File: src/rtl/capt_pkg.sv
package capt_pkg;
    localparam logic [2:0] MODE_CAPTURE = 3'b101;

    typedef enum logic [1:0] {
        EDGE_NONE = 2'b00,
        EDGE_RISE = 2'b01,
        EDGE_FALL = 2'b10,
        EDGE_BOTH = 2'b11
    } edge_code_e;
endpackage

File: src/rtl/capt_sync.sv
module capt_sync #(
    parameter int STAGES = 2
) (
    input  logic clk,
    input  logic rst_n,
    input  logic d,
    output logic q
);
    logic [STAGES-1:0] sh_d, sh_q;

    generate
        if (STAGES == 1) begin : g_single
            always_comb sh_d = d;
        end else begin : g_chain
            always_comb sh_d = {sh_q[STAGES-2:0], d};
        end
    endgenerate

    always_ff @(posedge clk or negedge rst_n) begin
        if (!rst_n) sh_q <= '0;
        else        sh_q <= sh_d;
    end

    assign q = sh_q[STAGES-1];
endmodule

File: src/rtl/capt_edge.sv
module capt_edge
    import capt_pkg::*;
(
    input  logic       clk,
    input  logic       rst_n,
    input  logic       lvl,
    input  logic [1:0] code,
    input  logic       arm,
    output logic       trig
);
    logic prev_d, prev_q;
    logic rise, fall, hit;

    always_comb begin
        prev_d = lvl;
        rise   = lvl & ~prev_q;
        fall   = ~lvl & prev_q;
        unique case (edge_code_e'(code))
            EDGE_RISE: hit = rise;
            EDGE_FALL: hit = fall;
            EDGE_BOTH: hit = rise | fall;
            default:   hit = 1'b0;
        endcase
        trig = arm & hit;
    end

    always_ff @(posedge clk or negedge rst_n) begin
        if (!rst_n) prev_q <= 1'b0;
        else        prev_q <= prev_d;
    end


    no_code_zero_trig_chk: assert property (@(posedge clk) disable iff (!rst_n)
        (code == 2'b00) |-> !trig);

    no_trig_unarmed_chk: assert property (@(posedge clk) disable iff (!rst_n)
        !arm |-> !trig);
endmodule

File: src/rtl/capt_irq_chan.sv
module capt_irq_chan
    import capt_pkg::*;
#(
    parameter int TW          = 16,
    parameter int SYNC_STAGES = 2
) (
    input  logic          clk,
    input  logic          rst_n,
    input  logic          pin_in,
    input  logic [2:0]    mode,
    input  logic [2:0]    edge_sel,
    input  logic          irq_en,
    input  logic          aux_wr_en,
    input  logic [TW-1:0] aux_wr_data,
    input  logic          flag_clr,
    input  logic [TW-1:0] core_tmr,
    output logic [TW-1:0] aux_q,
    output logic          req_flag,
    output logic          irq_out
);
    typedef struct packed {
        logic [TW-1:0] aux;
        logic          flag;
    } chan_st_t;

    chan_st_t st_d, st_q;
    logic     pin_sync;
    logic     capt_arm;
    logic     trig;

    capt_sync #(.STAGES(SYNC_STAGES)) u_sync (
        .clk   (clk),
        .rst_n (rst_n),
        .d     (pin_in),
        .q     (pin_sync)
    );

    assign capt_arm = (mode == MODE_CAPTURE);

    capt_edge u_edge (
        .clk   (clk),
        .rst_n (rst_n),
        .lvl   (pin_sync),
        .code  (edge_sel[1:0]),
        .arm   (capt_arm),
        .trig  (trig)
    );

    always_comb begin
        st_d = st_q;
        if (aux_wr_en) st_d.aux  = aux_wr_data;
        if (flag_clr)  st_d.flag = 1'b0;
        if (trig) begin
            st_d.aux  = core_tmr;
            st_d.flag = 1'b1;
        end
    end

    always_ff @(posedge clk or negedge rst_n) begin
        if (!rst_n) st_q <= '0;
        else        st_q <= st_d;
    end

    assign aux_q    = st_q.aux;
    assign req_flag = st_q.flag;
    assign irq_out  = st_q.flag & irq_en;


    capture_load_chk: assert property (@(posedge clk) disable iff (!rst_n)
        trig |=> (aux_q == $past(core_tmr)));

    flag_set_chk: assert property (@(posedge clk) disable iff (!rst_n)
        trig |=> req_flag);

    flag_sticky_chk: assert property (@(posedge clk) disable iff (!rst_n)
        (req_flag && !flag_clr) |=> req_flag);

    aux_hold_chk: assert property (@(posedge clk) disable iff (!rst_n)
        (!trig && !aux_wr_en) |=> $stable(aux_q));
endmodule

File: config.mk
export PLATFORM = sky130hd
export DESIGN_NAME = capt_irq_chan
export DESIGN_NICKNAME = d
export VERILOG_FILES = /design/src/rtl/capt_pkg.sv /design/src/rtl/capt_sync.sv /design/src/rtl/capt_edge.sv /design/src/rtl/capt_irq_chan.sv
export SDC_FILE = /design/constraint.sdc
export NUM_CORES = 1
export LEC_CHECK = 0
export ABC_CLOCK_PERIOD_IN_PS = 2050
export BUFFER_PORTS_ARGS = -buffer_cell sky130_fd_sc_hd__buf_4
export CAP_MARGIN = 20
export CELL_PAD_IN_SITES_DETAIL_PLACEMENT = 0
export CELL_PAD_IN_SITES_GLOBAL_PLACEMENT = 2
export CORE_MARGIN = 2
export CORE_UTILIZATION = 24
export CTS_BUF_LIST = sky130_fd_sc_hd__clkbuf_2
export CTS_CLUSTER_SIZE = 12
export DETAILED_ROUTE_END_ITERATION = 12
export PLACE_DENSITY = 0.78
export SLEW_MARGIN = 10
export SYNTH_ARGS = -nofsm -noshare
export SYNTH_HDL_FRONTEND = slang
export SYNTH_SLANG_ARGS = --single-unit
File: constraint.sdc
create_clock -name clk -period 2.05 [get_ports clk]
set_clock_uncertainty 0.15 [all_clocks]
set_input_delay 0.3075 -clock clk [delete_from_list [all_inputs] [get_ports clk]]
set_output_delay 0.3075 -clock clk [all_outputs]
set_load 0.02 [all_outputs]
# Word-level counts from Yosys, hierarchy flattened
# Index checks and enable logic that the tools add are counted.
[totals]
reg_bits = 20
latchBits = 0
ram_bits = 0
romBits = 0
in_bits = 44
output_inout_bits = 18
memories = 0
[classes]
add_sub_neg = 0
mul = 0
div = 0
order_cmp = 0
eq_ne = 4
n_shift = 0
mux = 4
n_bitwise = 7
n_reduce_logical = 2
[op_table]
columns = ["op", "n"]
rows = [
  ["17-bit 2-to-1 mux", 1],
  ["16-bit 2-to-1 mux", 1],
  ["1-bit AND", 4],
  ["2-bit equality test (second input constant)", 2],
  ["2-bit nonzero test", 2],
  ["3-bit equality test (second input constant)", 1],
  ["1-bit one-hot mux with 3 select lines", 1],
  ["2-bit by 1-bit equality test with 1-bit output (second input constant)", 1],
  ["1-bit inverter", 2],
  ["1-bit 2-to-1 mux", 1],
  ["1-bit OR", 1],
]

# Longest topological paths before layout
[depth]
word_depth = 6
ltp_mapped = 7
depth_no_buf = 5

# Hierarchy
# A second synthesis with hierarchy kept.
[unflattened]
hier_cells = 87
hier_area_um2 = 934.6
[by_module_without_submodules]
columns = ["module", "instances", "cells_each", "area_per_inst_um2", "seq_area_each_um2"]
rows = [
  ["capt_irq_chan", 1, 75, 797.0, 425.4],
  ["capt_edge", 1, 10, 87.6, 25.0],
  ["capt_sync", 1, 2, 50.0, 50.0],
]

# Worst setup path after synthesis
# OpenSTA, ideal clock, no wires.
[synth_path]
path_kind = "register -> register"
start = "register u_sync.sh_q[1]"
end = "register st_q (netlist bit aux_q[0])"
arrival_ns = 1.653
t_required_ns = 1.775
slack_ns = 0.121
stages_incl_launch_ff = 8
path_buffers = 2
cell_sequence = "dfrtp_1 -> inv_1 -> ha_1 -> nand2b_1 -> a311o_1 -> buf_6 -> buf_6 -> mux2_4"
[synth_via]
elab_chain_len = 6
word_cells_on_any_way = 8
[synth_lines]
columns = ["item", "line", "rtl"]
rows = [
  ["start: declaration", "capt_sync.sv:9", "logic [STAGES-1:0] sh_d, sh_q;"],
  ["start signal: assignment", "capt_sync.sv:20", "if (!rst_n) sh_q <= '0;"],
  ["start signal: assignment", "capt_sync.sv:21", "else sh_q <= sh_d;"],
  ["1-bit inverter", "capt_edge.sv:17", "fall = ~lvl & prev_q;"],
  ["1-bit AND", "capt_edge.sv:17", ""],
  ["1-bit OR", "capt_edge.sv:21", "EDGE_BOTH: hit = rise | fall;"],
  ["1-bit one-hot mux with 3 select lines (*)", "capt_edge.sv:18", "unique case (edge_code_e'(code))"],
  ["1-bit AND (*)", "capt_edge.sv:24", "trig = arm & hit;"],
  ["17-bit 2-to-1 mux / 2-bit nonzero test (equally long branches)", "n/a", ""],
  ["end signal: assignment", "capt_irq_chan.sv:61", "else st_q <= st_d;"],
  ["end: declaration", "capt_irq_chan.sv:26", "chan_st_t st_d, st_q;"],
]
# Every way passes the cells marked *; elsewhere a longest branch is shown, timed or not.
# A chain may end at the register's enable or synchronous reset.

# Final worst setup path
[layout_path]
start = "register u_sync.sh_q[1]"
end = "register st_q (netlist bit aux_q[6])"
# The elaborated chain is that of the path after synthesis.

==> impl_metrics.json <==
{
  "status": "complete, no violations",
  "fmax_mhz": 514.7,
  "syn_nets": 114,
  "worst-setup-path-type": "flip-flop to flip-flop",
  "drive_gt1_share_pct": 69.17,
  "power.density_nw_per_um2": 577.4,
  "drc": 0,
  "finalHoldViolations": 0,
  "synthMostInstantiatedCell": "dfrtp_1",
  "grt_overflow": 0,
  "synth-main-ff-cell": "dfrtp_1",
  "syn_avg_cell_area_um2": 14.83,
  "grt_pass1_vias": 764,
  "routedWlPerCell_um": 12.69,
  "rows": 23,
  "fin_nets": 181,
  "ys_async_sr_fraction_pct": 100.0,
  "tightest_slew_ps": 261.9,
  "hold_class": "input pin to flip-flop",
  "clock-sinks": 20,
  "avgViaCountPerCell": 4.230,
  "drt-total-wl_um": 2322,
  "synth_area_leaders": "dfrtp_1 50%, mux2_2 19%, mux2_4 13%",
  "die_area_um2": 4736,
  "endpoint_kind": "flip-flop",
  "cts_tree": "done",
  "die_y_um": 68.82,
  "cts-root-buf": "clkbuf_2",
  "grt_start_max_net_pins": 21,
  "drt-pass1-iter-count": 2,
  "relSlewSlack_pct": 82.54,
  "antenna_found_initial": 0,
  "cp_data_arrival_time_ps": 2000,
  "synth_top_area_share_pct": 49.63,
  "drv_slew": 0,
  "initial_core_util_pct": 25.03,
  "period_share_pct": 94.78,
  "synth_edf_count": 0,
  "startpoint_type": "flip-flop",
  "fp.coreArea_um2": 4029,
  "yosys_warnings": 0,
  "power_uw": 901.6,
  "detail-route-antenna-nets": 0,
  "io_pins": 62,
  "synth_area_um2": 1008,
  "leakagePower_uw": 0.0007833,
  "synth_commonest_cells": "20 x dfrtp_1, 17 x mux2_2, 9 x mux2_4, 6 x mux2_1, 3 x inv_1",
  "numCtsBuffers": 3,
  "track_usage_pct": 9.809,
  "drt_iter0_drc": 3,
  "h-tree-depth": 1,
  "min_period_ps": 1943,
  "gp_congestion": 0.6360,
  "cp.required_ps": 2100,
  "vias": 774,
  "rsz0062_at_grt": "false",
  "die_w_um": 68.82,
  "syn_to_final_growth_pct": 54.84,
  "synth_top_area_cell": "dfrtp_1",
  "hpwl_um": 1834,
  "clock_path_buffers": 2,
  "irDropWorstVdd_mv": 0.1320,
  "clk_pin_slew_ps": 170,
  "synthCells": 68,
  "diodes": 0,
  "ys_seq_area_share_pct": 49.63,
  "maxCapViolCount": 0,
  "grt_pass1_wl_um": 3298,
  "setup_viol": 0,
  "synth_seq_cells": 20,
  "fin_tns_setup_ps": 0,
  "crit_fanout": 11,
  "clk_latency_ps": 300,
  "port_buffers": 60,
  "synthDistinctLibCells": 15
}
## stage by stage
step	std cells	hold WS, ps	cell area [µm²]	setup slack [ps]	utilization, %
floorplan	68	-138.1	1008	121.4	-
global placement	176	55.14	1505	137.0	37.36
detailed placement	176	54.61	1505	81.63	37.36
CTS	181	10.95	1540	35.29	38.23
global route	183	5.420	1562	11.78	38.76
finish	183	52.27	1562	107.0	38.76
## per-layer routing
metal | vias to the layer above | track usage, % | share of wire, %
met5 | - | 0 | 0
met4 | 0 | 3.676 | 1.2
met3 | 3 | 2.597 | 9.5
met2 | 39 | 16.47 | 48
met1 | 361 | 12.02 | 41
li1 | 371 | - | -
## final cells by class
| type | instances | area [µm²] |
|---|---|---|
| clock buffer | 3 | 15.01 |
| fill | 415 | 2467 |
| inverter | 3 | 11.26 |
| multi-input combinational | 41 | 465.4 |
| sequential | 20 | 500.5 |
| tap | 50 | 62.56 |
| timing repair buffer | 66 | 506.7 |
## path summary, 6_finish.rpt
check | cells after the start | to | from | slack (ps)
setup / recovery | 6 | aux_q[6] | u_sync.sh_q[1] | 110
hold / removal | 2 | aux_q[1] | core_tmr[1] | 50
setup reg to reg | 6 | aux_q[6] | u_sync.sh_q[1] | 110
hold reg to reg | 0 | u_sync.sh_q[1] | u_sync.sh_q[0] | 230
max in group asynchronous | 2 | req_flag | rst_n | 1290
min in group asynchronous | 2 | aux_q[7] | rst_n | 250
## cells by family (layout without fill, tap and decap cells)
kind of cell               Yosys count  in the layout  share of synthesized area (%)
adders and majority gates            2              2                          2.481
DFF                                 20             20                          49.63
muxes                               32             32                          39.08
AOI/OAI and AO/OA                    3              3                          1.984
and+or+nand+nor                      4              4                          2.606
buffers and inverters                7             72                          4.217
## power by group
part / internal (µW) / leakage, µW / total, µW / switching [µW]
Sequential: 436 / 0.000235 / 457 / 21.0
Combinational: 178 / 0.000535 / 294 / 117
Clock: 39.9 / 0.0000125 / 150 / 110
## worst max-delay path, cell delays in order, from the launching register on
cell	delay, ps
dfrtp_1	390
inv_1	50
ha_1	290
nand2b_1	150
a311o_1	340
buf_6	170
mux2_1	320
## layout by cell type (no fill, tap or decap), drive strengths merged
cell and count:
a21oi 1, a311o 1, and2 1, buf 63, clkbuf 3, dfrtp 20
dlygate4sd3 3, ha 2, inv 3, mux2 32, nand2b 2, nand3b 1
o21ai 1
## sequential cells by signal, indices dropped and copies added, names as in the netlist
| register | cells |
|---|---|
| aux_q | 16 |
| req_flag | 1 |
| u_edge.prev_q | 1 |
| u_sync.sh_q | 2 |
## repair_timing
item / in CTS / in global routing
endpoints found under the hold margin: 21 / 1
setup endpoints to repair: 0 / 8
resized for setup: 0 / 1
hold buffers: 2 / 1
setup buffers: 0 / 1
Note: power is estimated with default switching activity, not from simulation.
